### src/rtl/ldc_pkg.sv
package ldc_pkg;
   typedef enum logic {
      PH_ISSUE = 1'b0,
      PH_WRITE = 1'b1
   } ldc_phase_e;
endpackage

### src/rtl/ldc_pc.sv
module ldc_pc #(
   parameter int unsigned ADDR_W   = 8,
   parameter int unsigned RESET_PC = 0
) (
   input  logic              clk,
   input  logic              rst_n,
   input  logic              adv,
   output logic [ADDR_W-1:0] pc_q
);
   localparam logic [ADDR_W-1:0] RST_VAL = ADDR_W'(RESET_PC);

   always_ff @(posedge clk) begin
      if (!rst_n)   pc_q <= RST_VAL;
      else if (adv) pc_q <= pc_q + 1'b1;
   end
endmodule

### src/rtl/ldc_ctrl.sv
module ldc_ctrl
   import ldc_pkg::*;
#(
   parameter int unsigned IDX_W = 3
) (
   input  logic             clk,
   input  logic             rst_n,
   input  logic             instr_valid,
   input  logic             instr_is_ldc,
   input  logic             instr_hsel,
   input  logic [IDX_W-1:0] instr_dst,
   output logic             issue,
   output logic             write_ph,
   output logic             hsel_q,
   output logic [IDX_W-1:0] dst_q
);
   ldc_phase_e phase_q;

   assign write_ph = (phase_q == PH_WRITE);
   assign issue    = !write_ph && instr_valid && instr_is_ldc;

   always_ff @(posedge clk) begin
      if (!rst_n) begin
         phase_q <= PH_ISSUE;
         hsel_q  <= 1'b0;
         dst_q   <= '0;
      end else if (issue) begin
         phase_q <= PH_WRITE;
         hsel_q  <= instr_hsel;
         dst_q   <= instr_dst;
      end else begin
         phase_q <= PH_ISSUE;
      end
   end
endmodule

### src/rtl/ldc_lane_sel.sv
module ldc_lane_sel #(
   parameter int unsigned WORD_W = 16,
   parameter int unsigned BYTE_W = 8
) (
   input  logic [WORD_W-1:0] word,
   input  logic              hsel,
   output logic [BYTE_W-1:0] lane
);
   localparam int unsigned LANES = WORD_W / BYTE_W;

   generate
      if (LANES == 1) begin : g_single
         logic unused_hsel;
         assign unused_hsel = hsel;
         assign lane        = word;
      end else begin : g_multi
         logic [BYTE_W-1:0] lanes [LANES];
         for (genvar i = 0; i < LANES; i++) begin : g_lane
            assign lanes[i] = word[i*BYTE_W +: BYTE_W];
         end
         assign lane = hsel ? lanes[LANES-1] : lanes[0];
      end
   endgenerate
endmodule

### src/rtl/ldc_seq.sv
module ldc_seq #(
   parameter int unsigned ADDR_W   = 8,
   parameter int unsigned BYTE_W   = 8,
   parameter int unsigned WORD_W   = 16,
   parameter int unsigned IDX_W    = 3,
   parameter int unsigned RESET_PC = 0
) (
   input  logic              clk,
   input  logic              rst_n,
   input  logic              instr_valid,
   input  logic              instr_is_ldc,
   input  logic              instr_hsel,
   input  logic [IDX_W-1:0]  instr_src,
   input  logic [IDX_W-1:0]  instr_dst,
   output logic [IDX_W-1:0]  rf_rd_idx,
   input  logic [BYTE_W-1:0] rf_rd_data,
   output logic              rf_we,
   output logic [IDX_W-1:0]  rf_wr_idx,
   output logic [BYTE_W-1:0] rf_wr_data,
   output logic [ADDR_W-1:0] imem_addr,
   input  logic [WORD_W-1:0] imem_rdata,
   output logic [ADDR_W-1:0] pc,
   output logic              stall
);
   generate
      if (WORD_W % BYTE_W != 0) begin : g_bad_word
         $error("WORD_W must be a multiple of BYTE_W");
      end
      if (ADDR_W > BYTE_W) begin : g_bad_addr
         $error("ADDR_W cannot exceed BYTE_W");
      end
      if (IDX_W < 1) begin : g_bad_idx
         $error("IDX_W must be at least 1");
      end
   endgenerate

   logic issue, write_ph, hsel_q, adv;
   logic [IDX_W-1:0]  dst_q;
   logic [ADDR_W-1:0] pc_q;

   ldc_ctrl #(.IDX_W(IDX_W)) u_ctrl (
      .clk          (clk),
      .rst_n        (rst_n),
      .instr_valid  (instr_valid),
      .instr_is_ldc (instr_is_ldc),
      .instr_hsel   (instr_hsel),
      .instr_dst    (instr_dst),
      .issue        (issue),
      .write_ph     (write_ph),
      .hsel_q       (hsel_q),
      .dst_q        (dst_q)
   );

   assign adv = write_ph || (instr_valid && !instr_is_ldc);

   ldc_pc #(.ADDR_W(ADDR_W), .RESET_PC(RESET_PC)) u_pc (
      .clk   (clk),
      .rst_n (rst_n),
      .adv   (adv),
      .pc_q  (pc_q)
   );

   ldc_lane_sel #(.WORD_W(WORD_W), .BYTE_W(BYTE_W)) u_lane (
      .word (imem_rdata),
      .hsel (hsel_q),
      .lane (rf_wr_data)
   );

   assign rf_rd_idx = instr_src;
   assign rf_we     = write_ph;
   assign rf_wr_idx = dst_q;
   assign stall     = issue;
   assign pc        = pc_q;
   assign imem_addr = issue ? rf_rd_data[ADDR_W-1:0] : pc_q;
endmodule

### config.mk
export PLATFORM = sky130hd
export DESIGN_NAME = ldc_seq
export DESIGN_NICKNAME = d
export VERILOG_FILES = /design/src/rtl/ldc_pkg.sv /design/src/rtl/ldc_pc.sv /design/src/rtl/ldc_ctrl.sv /design/src/rtl/ldc_lane_sel.sv /design/src/rtl/ldc_seq.sv
export SDC_FILE = /design/constraint.sdc
export NUM_CORES = 1
export LEC_CHECK = 0
export ABC_AREA = 1
export BUFFER_PORTS_ARGS = -buffer_cell sky130_fd_sc_hd__buf_2
export CAP_MARGIN = 0
export CORE_AREA = 4 4 53 55
export CTS_BUF_LIST = sky130_fd_sc_hd__clkbuf_8
export DETAILED_ROUTE_END_ITERATION = 7
export DIE_AREA = 0 0 57 59
export PLACE_DENSITY = 0.76
export SYNTH_ARGS = -nofsm -noshare
export SYNTH_HDL_FRONTEND = slang
export SYNTH_SLANG_ARGS = --single-unit
### constraint.sdc
create_clock -name clk -period 1 [get_ports clk]
set_clock_uncertainty 0.05 [all_clocks]
set_input_delay 0.05 -clock clk [delete_from_list [all_inputs] [get_ports clk]]
set_output_delay 0.05 -clock clk [all_outputs]
set_load 0.01 [all_outputs]
==> impl_metrics.tcl, run 1 <==
set metrics [dict create \
    drive_gt1_frac 0.665 \
    via_per_inst 4.72 \
    finalNetCount 234 \
    dp_cells 215 \
    crit_type "flop to output pin" \
    tightest_slew_ns 0.222 \
    final_util 0.672 \
    powerDensity_nw_per_um2 940 \
    setup_viol 28 \
    cts_sinks 13 \
    cp_data_required_time_ns 0.90 \
    arrival_ns 1.15 \
    final_common_cell "buf_2" \
    hp-start "instr_hsel" \
    n_fill_cell 201 \
    crit_path_start_kind "flop" \
    startpoint "u_ctrl.hsel_q" \
    slowest_stage "dfxtp_2" \
    slew_headroom 0.852 \
    synth_top_area_frac 0.318 \
    grt_start_max_net_pins 13 \
    fp-row-count 18 \
    boundaryPins 67 \
    dp_slack_ns -0.0727 \
    yosysWarnings 0 \
    end_kind "output pin" \
    syn2layout_area_growth_pct 96.2 \
    fin_hold_ws_ns 0.00841 \
    io_buffers 60 \
    grt_pass1_wl_mm 4.60 \
    synth_largest_area_cell "dfxtp_1" \
    core_area_um2 2390 \
    clk_path_buf_depth 2 \
    drc 0 \
    fmax_mhz 800 \
    max_cap_violations 0 \
    met3_usage 0.0501 \
    reg2reg_to "u_ctrl.dst_q[1]" \
    busiest_layer "met2" \
    finalHoldViolCount 0 \
    syn_avg_cell_area_um2 6.88 \
    avgRoutedWirePerCell_um 13.3 \
    grtUsageMet2 0.330 \
    power_mw 1.51 \
    cp_cell_sequence "buf_12, mux2_4, buf_6" \
    slew_violations 0 \
    synth_fp_nets 155 \
    antenna_left 0 \
    hold_end "u_ctrl.hsel_q" \
    reg2reg_setup_slack_ns -0.13 \
    grt_usage 0.176 \
    clock_latency_ns 0.24 \
    netlist_area_um2 818 \
    timing.rr.start "u_ctrl.write_ph" \
    min_period_over_period 1.25 \
    synthTopCellsByArea "dfxtp_1 (32%), nand2_1 (14%), mux2_2 (11%), nor2_1 (8.7%), inv_1 (5.0%)" \
    p_leak_nw 0.835 \
    initial_core_util 0.343 \
    r2r_cells 7 \
    use_met1 0.191 \
    failed_checks "setup timing" \
    drtIter0Drc 28 \
    layout_common_cells "buf_2 (49), nand2_1 (18), nor2_1 (16), buf_6 (16)" \
    place.detailed.hpwl_mm 2.09 \
    status "finished, violations left" \
    seq_area_frac_synth 0.318 \
    cts_buffers 3 \
    grt-ovfl-total 0 \
    root_buffer "clkbuf_8" \
    syn_inst 119 \
    max_stage_delay_ns 0.35 \
    vdd_drop_max_mv 0.906 \
    vias 1071 \
    clk_pin_slew_ns 0.05 \
    min_path_cells 3 \
    postPlaceCellArea_um2 1270 \
    critPathMaxFanout 8 \
    antenna_found_initial 0 \
    hp-class "primary input to flop" \
    routed_wl_mm 3.01 \
    htreeDepth 1 \
    fp.dieH_um 59 \
    cts_tree "done" \
    die_w_um 57 \
    synth_cell_types 21 \
    fin_crit_ns 1.25 \
    dieArea_um2 3360 \
    postLayoutSetupSlackWorst_ns -0.250 \
    firstDrtPassIters 4 \
    synth-seq-cells 13 \
    n_antenna_cell 0 \
    setup_tns_ns -4.63 \
    final_cells 227 \
    finish.instance_area_um2 1610 \
    rsz0062_at_grt "true" \
    grt_pass1_vias 1035 \
    place_congestion 0.740 \
]
==> how the worst max path moves through the flow <==
stage	endpoint	cells after the start	slack (ns)
5_1_grt	imem_addr[2]	6	-0.29
3_3_place_gp	rf_wr_data[1]	3	-0.06
4_1_cts	rf_wr_data[1]	3	-0.25
2_1_floorplan	u_pc.pc_q[4]	7	-0.06
6_report	rf_wr_data[4]	3	-0.25
3_5_place_dp	u_pc.pc_q[4]	7	-0.07
==> power breakdown <==
group | internal [mW] | total, mW | leakage (nW) | switching [mW]
sequential | 0.535 | 0.550 | 0.110 | 0.0151
combinational | 0.275 | 0.500 | 0.698 | 0.225
clock | 0.271 | 0.458 | 0.0269 | 0.188
total | 1.08 | 1.51 | 0.835 | 0.428
==> cells by family after synthesis <==
kind of cell / share of synthesized area
mux: 0.110
flops: 0.318
compound gates: 0.0856
simple gates: 0.338
fa+ha+maj: 0.0153
buf+inv: 0.133
==> critical path: cells and delay by family (launching register included) <==
family	cells	cell delay, ns
buffers and inverters	2	0.25
flip-flops	1	0.35
multiplexers	1	0.31
==> layer usage <==
metal,wire length (um),part of all wire
met1,1120,0.37
met2,1600,0.53
met3,253,0.084
met4,38,0.013
met5,0,0
==> final cells by class <==
class / count / area (um^2) / area share
multi-input cells: 85 / 622 / 0.387
repair buffers: 80 / 558 / 0.348
flip-flops and latches: 13 / 277 / 0.172
inverters: 14 / 60.1 / 0.0374
clock buffers: 3 / 41.3 / 0.0257
well taps: 30 / 37.5 / 0.0234
repair inverters: 1 / 6.26 / 0.00390
clock inverters: 1 / 3.75 / 0.00234
==> flip-flops by register name, summed over array words and instances (netlist names) <==
name	flops
u_ctrl.hsel_q	1
u_ctrl.write_ph	1
u_ctrl.dst_q	3
u_pc.pc_q	8
==> synth_stat cells, drive strengths merged <==
library cell	n
and2	1
nand2	32
a21oi	4
ha	1
buf	6
inv	14
clkbuf	1
mux2	8
nor2	20
nand3	7
nand4	2
dfxtp	13
o21ai	10
==> repair_timing <==
| item | in CTS | in global routing |
|---|---|---|
| endpoints found under the setup margin | 26 | 30 |
| gates cloned | 1 | 0 |
| resized for setup | 46 | 12 |
| hold buffers | 3 | 0 |
| endpoints found under the hold margin | 3 | 0 |
| pin swaps | 9 | 2 |
| setup buffers | 4 | 0 |
Note: power is estimated with default switching activity, not from simulation.
==> run 2: changes to the inputs <==
--- a/config.mk
+++ b/config.mk
@@ -12,7 +12,8 @@
 export CTS_BUF_LIST = sky130_fd_sc_hd__clkbuf_8
 export DETAILED_ROUTE_END_ITERATION = 7
 export DIE_AREA = 0 0 57 59
-export PLACE_DENSITY = 0.76
+export PLACE_DENSITY = 0.75
 export SYNTH_ARGS = -nofsm -noshare
 export SYNTH_HDL_FRONTEND = slang
+export SYNTH_HIERARCHICAL = 1
 export SYNTH_SLANG_ARGS = --single-unit
==> impl_metrics.tcl, run 2 <==
set metrics [dict create \
    status "finished, violations left" \
    failed_checks "setup timing" \
    place_congestion 0.722 \
    grt_pass1_wl_mm 4.36 \
    hp-start "instr_dst[1]" \
    netlist_top_cells_count "nand2_1 (66), nor2_1 (17), inv_1 (15)" \
    io_buffers 60 \
    dieArea_um2 3360 \
    grt_usage 0.163 \
    fp.dieH_um 59 \
    tightest_slew_ns 0.261 \
    drtIter0Drc 33 \
    cts_tree "done" \
    reg2reg_setup_slack_ns -0.21 \
    arrival_ns 1.14 \
    core_area_um2 2390 \
    synth_fp_nets 173 \
    largest_reg_flops 8 \
    max_stage_delay_ns 0.34 \
    layout_common_cells "buf_2 (47), nand2_1 (37), nand2_2 (24)" \
    max_cap_violations 0 \
    powerDensity_nw_per_um2 948 \
    cts_buffers 3 \
    synth_cell_types 15 \
    synth_top_area_frac 0.323 \
    grt_pass1_vias 1003 \
    p_leak_nw 0.878 \
    clock_latency_ns 0.24 \
    finalHoldViolCount 0 \
    place.detailed.hpwl_mm 1.82 \
    crit_type "flop to output pin" \
    critPathMaxFanout 8 \
    startpoint "u_ctrl/write_ph" \
    clk_pin_slew_ns 0.05 \
    synth-seq-cells 13 \
    seq_area_frac_synth 0.323 \
    syn_inst 137 \
    n_antenna_cell 0 \
    synth.most_common_cell "nand2_1" \
    htreeDepth 1 \
    fin_crit_ns 1.24 \
    syn2layout_area_growth_pct 100 \
    final_common_cell "buf_2" \
    largestRegisters "u_pc/pc_q (8), u_ctrl/dst_q (3)" \
    synthTopCellsByArea "dfxtp_1 (32%), nand2_1 (31%), nor2_1 (7.9%), inv_1 (7.0%), a21oi_1 (3.7%)" \
    top_register "u_pc/pc_q" \
    cts_sinks 13 \
    dp_slack_ns -0.0540 \
    syn_avg_cell_area_um2 5.87 \
    vdd_drop_max_mv 0.808 \
    postPlaceCellArea_um2 1260 \
    root_buffer "clkbuf_8" \
    antenna_found_initial 0 \
    postLayoutSetupSlackWorst_ns -0.240 \
    firstDrtPassIters 4 \
    cp_num_buf_inv 4 \
    crit_path_start_kind "flop" \
    vias 1096 \
    via_per_inst 4.46 \
    synth_edf_count 0 \
    fmax_mhz 807 \
    slew_headroom 0.826 \
    grt-ovfl-total 0 \
    cp_cell_sequence "inv_2, nand3_4, inv_8, inv_8, nand2_4, nand2_4, buf_6" \
    timing.rr.start "u_ctrl/write_ph" \
    fp-row-count 18 \
    grt_start_max_net_pins 14 \
    finish.instance_area_um2 1610 \
    end_kind "output pin" \
    yosysWarnings 6 \
    antenna_left 0 \
    synth_largest_area_cell "dfxtp_1" \
    slowest_stage "dfxtp_4" \
    routed_wl_mm 2.83 \
    clk_path_buf_depth 2 \
    min_period_over_period 1.24 \
    cp_data_required_time_ns 0.90 \
    synthFlopType "dfxtp_1" \
    rsz0062_at_grt "true" \
    critPathTopFamily "flip-flops" \
    netlist_area_um2 805 \
    drc 0 \
    die_w_um 57 \
    synthArstFlopShare 0 \
    drive_gt1_frac 0.620 \
    finalNetCount 253 \
    initial_core_util 0.337 \
    hp-class "primary input to flop" \
    setup_viol 29 \
    boundaryPins 67 \
    avgRoutedWirePerCell_um 11.5 \
    slew_violations 0 \
]
run 2: logic make-up (layout without fill, tap and decap cells):
| kind of cell | count (synthesis) | after routing | share of synthesized area |
|---|---|---|---|
| AND/OR/NAND/NOR | 91 | 91 | 0.463 |
| AO/OA/AOI/OAI | 10 | 10 | 0.0622 |
| buffers and inverters | 22 | 101 | 0.135 |
| flip-flops | 13 | 13 | 0.323 |
| adder cells (fa/ha/maj) | 1 | 1 | 0.0155 |
run 2: path summary, 6_finish.rpt:
| path | end | cells past startpoint |
|---|---|---|
| max | imem_addr[5] | 7 |
| min | u_ctrl/dst_q[1] | 3 |
| max reg2reg | u_pc/pc_q[7] | 8 |
| min reg2reg | u_ctrl/dst_q[2] | 4 |
run 2: per-stage QoR:
stage	std cells	TNS [ns]	utilization	total power, mW	hold WS [ns]
2_1_floorplan	137	-0.105	-	0.770	0.103
3_3_place_gp	232	-0.215	0.528	0.935	0.0501
3_5_place_dp	232	-0.346	0.528	0.937	0.0501
4_1_cts	242	-3.01	0.634	1.49	0.0104
5_1_grt	246	-5.76	0.675	1.62	0.0344
6_report	246	-4.01	0.675	1.53	0.00259
run 2: repair_timing:
action | in CTS | in global routing
setup endpoints to repair | 21 | 30
pin swaps | 19 | 12
hold buffers | 3 | 0
gates cloned | 1 | 0
endpoints found under the hold margin | 3 | 0
resized for setup | 44 | 14
buffers inserted | 2 | 4
run 2: power by group:
| part | total, mW | switching, mW | internal [mW] |
|---|---|---|---|
| clock network | 0.452 | 0.182 | 0.270 |
| logic | 0.517 | 0.252 | 0.266 |
| registers | 0.559 | 0.0210 | 0.538 |
run 2: area by class of cell:
type / count / area [um^2]
fill: 203 / 776
multi-input combinational: 102 / 601
inverter: 17 / 81.3
clock inverter: 1 / 3.75
sequential: 13 / 278
timing repair inverter: 1 / 6.26
clock buffer: 3 / 41.3
timing repair buffer: 79 / 563
tap: 30 / 37.5
run 2: layer usage:
layer,vias to the layer above,track usage,part of all wire,wire [um]
met5,-,0,0,0
met4,0,0.0563,0.019,53
met3,6,0.0479,0.094,266
met2,50,0.302,0.50,1420
met1,470,0.176,0.39,1090
li1,570,-,-,-
run 2: worst reg2reg max path: stages, from the launching register on:
cell and delay (ns):
dfxtp_4 0.34, buf_4 0.11, inv_2 0.04, nand2_4 0.09, nand2_4 0.07, nor2_4 0.19
nand4_1 0.11, nand2_1 0.08, nor2_1 0.04
==> run 3: changes to the inputs <==
==> constraint.sdc (replaced) <==
create_clock -name clk -period 1 [get_ports clk]
set_clock_uncertainty 0.05 [all_clocks]
set_input_delay 0.15 -clock clk [delete_from_list [all_inputs] [get_ports clk]]
set_output_delay 0.15 -clock clk [all_outputs]
set_load 0.01 [all_outputs]
==> impl_metrics.tcl, run 3 (synthesis results as in run 2) <==
set metrics [dict create \
    status "finished, violations left" \
    failed_checks "setup timing" \
    critPathMaxFanout 8 \
    end_kind "output pin" \
    grt_pass1_wl_mm 4.35 \
    firstDrtPassIters 4 \
    r2r_cells 8 \
    clk_pin_slew_ns 0.05 \
    cts_tree "done" \
    antenna_found_initial 0 \
    fp.dieH_um 59 \
    avgRoutedWirePerCell_um 11.2 \
    postLayoutSetupSlackWorst_ns -0.322 \
    crit_path_start_kind "flop" \
    p_leak_nw 0.873 \
    grt-ovfl-total 0 \
    fin_hold_ws_ns 0.0866 \
    die_w_um 57 \
    crit_type "flop to output pin" \
    cts_sinks 13 \
    vdd_drop_max_mv 0.796 \
    fmax_mhz 756 \
    drive_gt1_frac 0.625 \
    clk_path_buf_depth 2 \
    startpoint "u_ctrl/write_ph" \
    reg2reg_to "u_pc/pc_q[3]" \
    htreeDepth 1 \
    grt_usage 0.162 \
    place.detailed.hpwl_mm 1.75 \
    antenna_left 0 \
    power_mw 1.51 \
    multi_input_area_um2 567 \
    boundaryPins 67 \
    min_period_over_period 1.32 \
    max_cap_violations 0 \
    min_path_cells 3 \
    top_register "u_pc/pc_q" \
    core_area_um2 2390 \
    routed_wl_mm 2.77 \
    drc 0 \
    root_buffer "clkbuf_8" \
    largestRegisters "u_pc/pc_q (8), u_ctrl/dst_q (3)" \
    postPlaceCellArea_um2 1240 \
    cp_data_required_time_ns 0.80 \
    largest_reg_flops 8 \
    timing.rr.start "u_ctrl/write_ph" \
    grt_start_max_net_pins 14 \
    slew_violations 0 \
    n_antenna_cell 0 \
    reg2reg_setup_slack_ns -0.23 \
    place_congestion 0.778 \
    finalHoldViolCount 0 \
    finalNetCount 253 \
    dieArea_um2 3360 \
    initial_core_util 0.337 \
    via_per_inst 4.45 \
    rsz0062_at_grt "true" \
    syn2layout_area_growth_pct 99.4 \
    vias 1095 \
    tightest_slew_ns 0.256 \
    finish.instance_area_um2 1600 \
    fp-row-count 18 \
    arrival_ns 1.12 \
    powerDensity_nw_per_um2 939 \
    fin_crit_ns 1.32 \
    setup_viol 29 \
    final_common_cell "buf_2" \
    hold_end "u_ctrl/dst_q[1]" \
    drtIter0Drc 40 \
    layout_common_cells "buf_2 (45), nand2_1 (40), buf_6 (27)" \
    n_fill_cell 224 \
    clock_latency_ns 0.24 \
    io_buffers 60 \
    grt_pass1_vias 1015 \
    slew_headroom 0.829 \
    hp-class "primary input to flop" \
    cts_buffers 3 \
    hp-start "instr_dst[1]" \
    final-seq-area_um2 285 \
]
-- run 3: cell types whose count changed in the layout (fill, tap and decap cells not counted), sizes merged --
cell	previous run	this run
buf	76	79
dlygate4sd3	3	0
-- run 3: worst max path at each step --
stage / end / slack (ns) / cells past startpoint
3_3_place_gp: imem_addr[0] / -0.07 / 7
6_report: imem_addr[5] / -0.32 / 7
3_5_place_dp: imem_addr[3] / -0.09 / 7
4_1_cts: imem_addr[1] / -0.31 / 7
5_1_grt: imem_addr[0] / -0.38 / 7
2_1_floorplan: imem_addr[3] / -0.1 / 7
-- run 3: layout make-up --
cell class              instances  area share
flip-flops and latches         13       0.178
clock buffers                   3      0.0257
repair inverters                1     0.00390
well taps                      30      0.0234
inverters                      17      0.0507
repair buffers                 79       0.363
multi-input cells             102       0.353
clock inverters                 1     0.00234
-- run 3: worst max-delay path: stages, from the launching register on --
cell,delay (ns)
dfxtp_2,0.32
inv_2,0.06
nand3_4,0.11
inv_8,0.11
inv_8,0.05
nand2_2,0.06
nand2_2,0.05
buf_6,0.12
-- run 3: where the power goes --
group          total, mW  internal (mW)  switching [mW]  leakage, nW
sequential         0.557          0.535          0.0223        0.112
clock              0.455          0.270           0.184       0.0269
combinational      0.495          0.255           0.239        0.734
total               1.51           1.06           0.446        0.873
-- run 3: per-layer routing --
metal | global-route usage | vias up | routed length [um]
met5 | 0 | - | 0
met4 | 0.0596 | 0 | 23
met3 | 0.0566 | 2 | 318
met2 | 0.303 | 46 | 1410
met1 | 0.167 | 477 | 1020
li1 | - | 570 | -
-- run 3: what timing repair did --
item / 4_1_cts / 5_1_grt
hold buffers: 0 / 0
resized for setup: 49 / 19
buffers inserted: 4 / 6
pin swaps: 12 / 10
gates cloned: 1 / 0
endpoints found under the setup margin: 27 / 37
-- run 3: metrics by stage --
| stage | worst slack [ns] | util | TNS [ns] | cells |
|---|---|---|---|---|
| 6_report | -0.322 | 0.672 | -5.10 | 246 |
| 3_5_place_dp | -0.0924 | 0.520 | -0.891 | 231 |
| 3_3_place_gp | -0.0679 | 0.520 | -0.688 | 231 |
| 5_1_grt | -0.377 | 0.672 | -6.87 | 246 |
| 2_1_floorplan | -0.0973 | - | -0.827 | 137 |
| 4_1_cts | -0.311 | 0.626 | -4.59 | 240 |
